==> config.mk <==
export PLATFORM = sky130hd
export DESIGN_NAME = layer_compositor
export DESIGN_NICKNAME = d
export VERILOG_FILES = /design/src/rtl/comp_pkg.sv /design/src/rtl/comp_attr_shadow.sv /design/src/rtl/comp_pipe_select.sv /design/src/rtl/comp_blend_lane.sv /design/src/rtl/layer_compositor.sv
export SDC_FILE = /design/constraint.sdc
export NUM_CORES = 2
export LEC_CHECK = 0
export BUFFER_PORTS_ARGS = -buffer_cell sky130_fd_sc_hd__buf_4
export CAP_MARGIN = 20
export CORE_MARGIN = 3
export CORE_UTILIZATION = 40
export CTS_CLUSTER_SIZE = 10
export DETAILED_ROUTE_END_ITERATION = 10
export SLEW_MARGIN = 20
export SYNTH_ARGS = -nofsm -noshare
export SYNTH_HDL_FRONTEND = slang
export SYNTH_SLANG_ARGS = --single-unit
==> constraint.sdc <==
create_clock -name clk -period 46 [get_ports clk]
set_input_delay 11.5 -clock clk [delete_from_list [all_inputs] [get_ports clk]]
set_output_delay 11.5 -clock clk [all_outputs]
set_load 0.05 [all_outputs]
==> src/rtl/comp_pkg.sv <==
package comp_pkg;
  typedef enum logic {
    PIPE_BACK  = 1'b0,
    PIPE_FRONT = 1'b1
  } pipe_e;
endpackage

==> src/rtl/comp_attr_shadow.sv <==
module comp_attr_shadow #(
  parameter int LAYERS = 4,
  parameter int PRIO_W = 2,
  parameter int CH_W   = 8
) (
  input  logic                     clk,
  input  logic                     rst_n,
  input  logic                     capture,
  input  logic                     use_live,
  input  logic [LAYERS-1:0]        live_en,
  input  logic [LAYERS-1:0]        live_pipe,
  input  logic [LAYERS*PRIO_W-1:0] live_prio,
  input  logic [LAYERS*CH_W-1:0]   live_ga,
  input  logic [LAYERS-1:0]        live_ga_en,
  output logic [LAYERS-1:0]        eff_en,
  output logic [LAYERS-1:0]        eff_pipe,
  output logic [LAYERS*PRIO_W-1:0] eff_prio,
  output logic [LAYERS*CH_W-1:0]   eff_ga,
  output logic [LAYERS-1:0]        eff_ga_en
);
  logic [LAYERS-1:0]        sh_en;
  logic [LAYERS-1:0]        sh_pipe;
  logic [LAYERS*PRIO_W-1:0] sh_prio;
  logic [LAYERS*CH_W-1:0]   sh_ga;
  logic [LAYERS-1:0]        sh_ga_en;

  always_ff @(posedge clk) begin
    if (!rst_n) begin
      sh_en    <= '0;
      sh_pipe  <= '0;
      sh_prio  <= '0;
      sh_ga    <= '0;
      sh_ga_en <= '0;
    end else if (capture) begin
      sh_en    <= live_en;
      sh_pipe  <= live_pipe;
      sh_prio  <= live_prio;
      sh_ga    <= live_ga;
      sh_ga_en <= live_ga_en;
    end
  end

  always_comb begin
    if (use_live) begin
      eff_en    = live_en;
      eff_pipe  = live_pipe;
      eff_prio  = live_prio;
      eff_ga    = live_ga;
      eff_ga_en = live_ga_en;
    end else begin
      eff_en    = sh_en;
      eff_pipe  = sh_pipe;
      eff_prio  = sh_prio;
      eff_ga    = sh_ga;
      eff_ga_en = sh_ga_en;
    end
  end

  AST_SHADOW_HOLD: assert property (@(posedge clk) disable iff (!rst_n)
    !capture |=> $stable(sh_en) && $stable(sh_prio) && $stable(sh_pipe));
endmodule

==> src/rtl/comp_pipe_select.sv <==
module comp_pipe_select
  import comp_pkg::*;
#(
  parameter int    LAYERS  = 4,
  parameter int    PRIO_W  = 2,
  parameter int    CH_W    = 8,
  parameter pipe_e PIPE_ID = PIPE_BACK
) (
  input  logic                       clk,
  input  logic                       rst_n,
  input  logic [LAYERS-1:0]          en,
  input  logic [LAYERS-1:0]          pipe,
  input  logic [LAYERS-1:0]          px_valid,
  input  logic [LAYERS-1:0]          has_alpha,
  input  logic [LAYERS-1:0]          ga_en,
  input  logic [LAYERS*PRIO_W-1:0]   prio,
  input  logic [LAYERS*CH_W-1:0]     ga,
  input  logic [LAYERS*4*CH_W-1:0]   px,
  output logic                       hit,
  output logic [3*CH_W-1:0]          win_rgb,
  output logic [CH_W-1:0]            win_alpha,
  output logic [PRIO_W-1:0]          win_prio,
  output logic                       win_carry
);
  localparam int PX_W  = 4 * CH_W;
  localparam int IDX_W = (LAYERS > 1) ? $clog2(LAYERS) : 1;
  localparam int MW    = 2 * CH_W + 1;
  localparam logic [CH_W-1:0] AMAX = '1;

  logic [PRIO_W-1:0] prio_a  [LAYERS];
  logic [PX_W-1:0]   px_a    [LAYERS];
  logic [CH_W-1:0]   alpha_a [LAYERS];
  logic              carry_a [LAYERS];
  logic [LAYERS-1:0] cand;
  logic [IDX_W-1:0]  idx;

  for (genvar i = 0; i < LAYERS; i++) begin : g_layer
    logic [CH_W-1:0] raw_a;
    logic [CH_W-1:0] ga_i;
    logic [MW-1:0]   scaled;
    assign prio_a[i] = prio[i*PRIO_W +: PRIO_W];
    assign px_a[i]   = px[i*PX_W +: PX_W];
    assign ga_i      = ga[i*CH_W +: CH_W];
    assign cand[i]   = en[i] && px_valid[i] && (pipe[i] == logic'(PIPE_ID));
    assign raw_a     = has_alpha[i] ? px_a[i][PX_W-1 -: CH_W] : AMAX;
    assign scaled    = (MW'(raw_a) * MW'(ga_i) + MW'(AMAX >> 1)) / MW'(AMAX);
    assign alpha_a[i] = ga_en[i] ? scaled[CH_W-1:0] : raw_a;
    assign carry_a[i] = has_alpha[i] || (ga_en[i] && (ga_i != AMAX));
  end

  always_comb begin
    hit      = 1'b0;
    idx      = '0;
    win_prio = '0;
    for (int i = 0; i < LAYERS; i++) begin
      if (cand[i] && (!hit || (prio_a[i] > win_prio))) begin
        hit      = 1'b1;
        idx      = IDX_W'(i);
        win_prio = prio_a[i];
      end
    end
  end

  assign win_rgb   = px_a[idx][3*CH_W-1:0];
  assign win_alpha = alpha_a[idx];
  assign win_carry = carry_a[idx];

  for (genvar i = 0; i < LAYERS; i++) begin : g_chk
    AST_WIN_IS_MAX: assert property (@(posedge clk) disable iff (!rst_n)
      cand[i] |-> hit && (prio_a[i] <= win_prio));
    AST_TIE_LOW_INDEX: assert property (@(posedge clk) disable iff (!rst_n)
      (cand[i] && (prio_a[i] == win_prio)) |-> (idx <= IDX_W'(i)));
  end
endmodule

==> src/rtl/comp_blend_lane.sv <==
module comp_blend_lane #(
  parameter int CH_W = 8
) (
  input  logic [CH_W-1:0] alpha,
  input  logic [CH_W-1:0] front,
  input  logic [CH_W-1:0] back,
  output logic [CH_W-1:0] mixed
);
  localparam int ACC_W = 2 * CH_W + 2;
  localparam logic [CH_W-1:0] AMAX = '1;

  logic [CH_W-1:0]  inv_a;
  logic [ACC_W-1:0] acc;
  logic [ACC_W-1:0] quo;

  assign inv_a = AMAX - alpha;
  assign acc   = ACC_W'(alpha) * ACC_W'(front) + ACC_W'(inv_a) * ACC_W'(back)
               + ACC_W'(AMAX >> 1);
  assign quo   = acc / ACC_W'(AMAX);
  assign mixed = quo[CH_W-1:0];
endmodule

==> src/rtl/layer_compositor.sv <==
module layer_compositor
  import comp_pkg::*;
#(
  parameter int LAYERS = 4,
  parameter int PRIO_W = 2,
  parameter int CH_W   = 8
) (
  input  logic                     clk,
  input  logic                     rst_n,
  input  logic                     in_valid,
  output logic                     in_ready,
  input  logic                     in_sof,
  input  logic [LAYERS-1:0]        in_px_valid,
  input  logic [LAYERS*4*CH_W-1:0] in_px,
  input  logic [LAYERS-1:0]        in_has_alpha,
  input  logic [LAYERS-1:0]        cfg_layer_en,
  input  logic [LAYERS-1:0]        cfg_pipe,
  input  logic [LAYERS*PRIO_W-1:0] cfg_prio,
  input  logic [LAYERS*CH_W-1:0]   cfg_galpha,
  input  logic [LAYERS-1:0]        cfg_galpha_en,
  input  logic [3*CH_W-1:0]        cfg_bg,
  input  logic                     cfg_quirk,
  output logic                     out_valid,
  input  logic                     out_ready,
  output logic [3*CH_W-1:0]        out_px
);
  localparam int RGB_W = 3 * CH_W;
  localparam int NPIPE = 2;
  localparam logic [CH_W-1:0] AMAX = '1;

  logic advance;
  logic accept;

  logic [LAYERS-1:0]        a_en;
  logic [LAYERS-1:0]        a_pipe;
  logic [LAYERS*PRIO_W-1:0] a_prio;
  logic [LAYERS*CH_W-1:0]   a_ga;
  logic [LAYERS-1:0]        a_ga_en;

  logic              hit_v   [NPIPE];
  logic [RGB_W-1:0]  rgb_v   [NPIPE];
  logic [CH_W-1:0]   alpha_v [NPIPE];
  logic [PRIO_W-1:0] prio_v  [NPIPE];
  logic              carry_v [NPIPE];

  logic             quirk_hide;
  logic [RGB_W-1:0] back_rgb;

  logic             s1_valid;
  logic [RGB_W-1:0] s1_back;
  logic [RGB_W-1:0] s1_front;
  logic             s1_front_hit;
  logic [CH_W-1:0]  s1_alpha;
  logic [CH_W-1:0]  use_alpha;
  logic [RGB_W-1:0] mix_rgb;

  assign advance  = !out_valid || out_ready;
  assign in_ready = advance;
  assign accept   = in_valid && advance;

  comp_attr_shadow #(.LAYERS(LAYERS), .PRIO_W(PRIO_W), .CH_W(CH_W)) u_shadow (
    .clk        (clk),
    .rst_n      (rst_n),
    .capture    (accept && in_sof),
    .use_live   (in_sof),
    .live_en    (cfg_layer_en),
    .live_pipe  (cfg_pipe),
    .live_prio  (cfg_prio),
    .live_ga    (cfg_galpha),
    .live_ga_en (cfg_galpha_en),
    .eff_en     (a_en),
    .eff_pipe   (a_pipe),
    .eff_prio   (a_prio),
    .eff_ga     (a_ga),
    .eff_ga_en  (a_ga_en)
  );

  for (genvar p = 0; p < NPIPE; p++) begin : g_pipe
    comp_pipe_select #(
      .LAYERS (LAYERS),
      .PRIO_W (PRIO_W),
      .CH_W   (CH_W),
      .PIPE_ID(pipe_e'(p))
    ) u_sel (
      .clk       (clk),
      .rst_n     (rst_n),
      .en        (a_en),
      .pipe      (a_pipe),
      .px_valid  (in_px_valid),
      .has_alpha (in_has_alpha),
      .ga_en     (a_ga_en),
      .prio      (a_prio),
      .ga        (a_ga),
      .px        (in_px),
      .hit       (hit_v[p]),
      .win_rgb   (rgb_v[p]),
      .win_alpha (alpha_v[p]),
      .win_prio  (prio_v[p]),
      .win_carry (carry_v[p])
    );
  end

  assign quirk_hide = cfg_quirk && hit_v[0] && (prio_v[0] == '0) && carry_v[0];
  assign back_rgb   = (!hit_v[0] || quirk_hide) ? cfg_bg : rgb_v[0];

  always_ff @(posedge clk) begin
    if (!rst_n) begin
      s1_valid  <= 1'b0;
      out_valid <= 1'b0;
    end else if (advance) begin
      s1_valid  <= in_valid;
      out_valid <= s1_valid;
    end
  end

  always_ff @(posedge clk) begin
    if (advance) begin
      s1_back      <= back_rgb;
      s1_front     <= rgb_v[1];
      s1_front_hit <= hit_v[1];
      s1_alpha     <= alpha_v[1];
      out_px       <= mix_rgb;
    end
  end

  assign use_alpha = s1_front_hit ? s1_alpha : '0;

  for (genvar c = 0; c < 3; c++) begin : g_lane
    comp_blend_lane #(.CH_W(CH_W)) u_lane (
      .alpha (use_alpha),
      .front (s1_front[c*CH_W +: CH_W]),
      .back  (s1_back[c*CH_W +: CH_W]),
      .mixed (mix_rgb[c*CH_W +: CH_W])
    );
  end

  AST_STALL_HOLD: assert property (@(posedge clk) disable iff (!rst_n)
    (out_valid && !out_ready) |=> out_valid && $stable(out_px));
  AST_TWO_STAGE: assert property (@(posedge clk) disable iff (!rst_n)
    (accept && out_ready) |=> s1_valid ##1 out_valid);
  AST_FRONT_EMPTY: assert property (@(posedge clk) disable iff (!rst_n)
    (s1_valid && !s1_front_hit && advance) |=> out_px == $past(s1_back));
  AST_FRONT_OPAQUE: assert property (@(posedge clk) disable iff (!rst_n)
    (s1_valid && s1_front_hit && (s1_alpha == AMAX) && advance)
      |=> out_px == $past(s1_front));
  AST_BG_WHEN_EMPTY: assert property (@(posedge clk) disable iff (!rst_n)
    (accept && !hit_v[0]) |=> s1_back == $past(cfg_bg));
  AST_QUIRK_BG: assert property (@(posedge clk) disable iff (!rst_n)
    (accept && cfg_quirk && hit_v[0] && (prio_v[0] == '0) && carry_v[0])
      |=> s1_back == $past(cfg_bg));
endmodule

==> out/qor.txt <==
Num CTS Buffers: 17
drt pass-1 iters: 8
CP max stage cell: nor4_1
Main synth FF type: edfxtp_1
Setup Skew: 14.95 ps
clk_lat worst skew: 520 ps
worst-path fanout max: 29
largest net degree at the start of global routing: 102
async set-reset flop share out of synthesis: 0
non-filler cells, final: 7872
met2 usage: 0.3929
share of layout cells above drive strength 1: 0.08429
Worst-Margin Slew: 1195 ps
post-synthesis area per instance: 7.671 sq um
io pins: 244
Tmin final: 24250 ps
most numerous cell in the Yosys netlist: nand2_1
initial antenna violation count: 3
Reg clk slew, reported paths: 70 ps
Final Wtd Congestion: 0.9418
Max Slew Vio Count: 0
total global routing overflow: 0
Slew HR: 0.1807
H-tree depth: 4
fmax: 41.23 MHz
synth cell count leaders: 776 x nand2_1, 698 x inv_1, 459 x fa_1
final number of hold-violating endpoints: 0
ANT nets after route: 0
required time of the critical path: 46390 ps
DRT iter0 DRCs: 3631
total negative slack: 0 ps
die width: 351.5 um
Yosys cell types: 137
top cell type's share of synthesized area: 0.1924
row count: 126
Die ar.: 0.1236 sq mm
WP data arrival: 24640 ps
port bufs: 243
Initial Utilization: 0.4038
Top Usage Layer GRT: met2
Total Routing Usage GR: 0.2368
Layout Area Growth over Synthesis: 8.272%
WS Path Type: in2reg
status: finished clean
CP Launch Type: input port
PostCTS Resize Cnt: 0
final worst path period share: 0.5272
first-pass GRT wire length: 239.7 mm
Yosys warnings: 0
Seq cells post-synth: 135
routed length per instance: 18.71 um
Die H: 351.5 um
Synth area leaders: fa_1 19%, ha_1 9.9%, nand2_1 6.1%
TritonCTS clock tree: yes
postcts setup bufs: 0
Post-Route WL: 147.3 mm
CP peak stage delay: 950 ps
dpl cells: 7838
DR vias: 46524
RSZ-0062 raised after global routing: false
Post-synth EDFFs: 81
clock buffer depth: 2
final setup fails: 0
# hold bufs at CTS: 0
biggest area consumer among synthesized cells: fa_1
net count reported at finish: 7375
worst min path class: reg2reg
CP dominant cell by count: fa_1
met1 Use GR: 0.3208
GR met3 Demand/Resource: 0.04406
Mapped Area: 0.04775 sq mm
Reg2Reg Setup Slack: 29670 ps
sequential share of the synthesized area: 0.07358
hold path depth: 2
DP HPWL: 120.1 mm
Reg2Reg Depth: 44
Core Region: 0.1182 sq mm
Sink Count: 135
# Max-Cap Violations: 0
Clk Tree Root Cell: clkbuf_16
vias per inst: 5.910
CP endpoint kind: flop
Mapped Cells: 6225
vias in the first global route: 45568
drt drc: 0
cells by family (layout without fill, tap and decap cells):
group | Yosys count | in the layout | share of synthesized area
AND/OR/NAND/NOR | 2453 | 2453 | 0.2571
AO/OA/AOI/OAI | 1471 | 1471 | 0.2207
buffers and inverters | 906 | 1014 | 0.07185
adder cells (fa/ha/maj) | 839 | 839 | 0.2918
XOR/XNOR | 256 | 256 | 0.04800
multiplexers | 164 | 164 | 0.03684
flip-flops | 135 | 135 | 0.07358
other | 1 | 4 | 0.00007853
layout make-up:
type                    instances  area, sq um
diodes                          1        2.502
flip-flops and latches        135         3513
clock inverters                11        105.1
clock buffers                  21        493.0
multi-input cells            5186        40900
well taps                    1536         1922
fillers                     12138        66540
repair buffers                282         2135
inverters                     700         2630
per-stage QoR:
step                      worst slack, ps  hold WS [ps]  instance area [sq um]    util
after floorplan                     20200         434.4                  47760       -
after global placement              21190         448.4                  51060  0.4318
after detailed placement            21420         456.0                  51060  0.4319
after CTS                           21960         466.3                  51660  0.4369
after global routing                20700         481.4                  51700  0.4372
final                               21750         463.4                  51700  0.4372
registers in the layout, summed over array words and instances, names as in the netlist:
| signal | cells |
|---|---|
| out_px | 24 |
| out_valid | 1 |
| s1_alpha | 8 |
| s1_back | 24 |
| s1_front | 24 |
| s1_front_hit | 1 |
| s1_valid | 1 |
| u_shadow.sh_en | 4 |
| u_shadow.sh_ga | 32 |
| u_shadow.sh_ga_en | 4 |
| u_shadow.sh_pipe | 4 |
| u_shadow.sh_prio | 8 |
layer usage:
layer,share of wire,wire length (um)
met1,0.45,65950
met3,0.076,11250
met2,0.46,67350
met5,0.000088,13
met4,0.018,2720
placed cells by master (no fill, tap or decap), types with 63 or more instances in the layout:
cell type and n:
nand4_1 75, o21ai_0 221, or3_1 63, xor2_1 91, and3_1 159, mux2_2 63, nor3_1 172, mux2i_1 94
a21boi_0 72, xnor2_1 160, o211ai_1 65, nand3_1 135, a31oi_1 111, nor2_1 442, ha_1 376, nand2_1 776
buf_4 280, edfxtp_1 81, a21o_1 76, nand2b_1 83, and2_1 244, fa_1 459, inv_1 698, a21oi_1 270
path summary, 6_finish.rpt:
path | startpoint | endpoint
worst min register to register | u_shadow.sh_prio[3] | u_shadow.sh_prio[3]
worst max-delay path | in_sof | s1_alpha[0]
worst min-delay path | u_shadow.sh_prio[3] | u_shadow.sh_prio[3]
worst max register to register | s1_front_hit | out_px[8]
worst max-delay path, delay by kind of cell:
kind	cells	cell delay [ps]
compound gates	17	4940
xor+xnor	3	580
simple gates	9	4050
buf+inv	4	550
fa+ha+maj	6	2460
mux	1	500
Power is not shown: default switching activity piles up to over one toggle a cycle in this logic, so the estimate is an artifact.
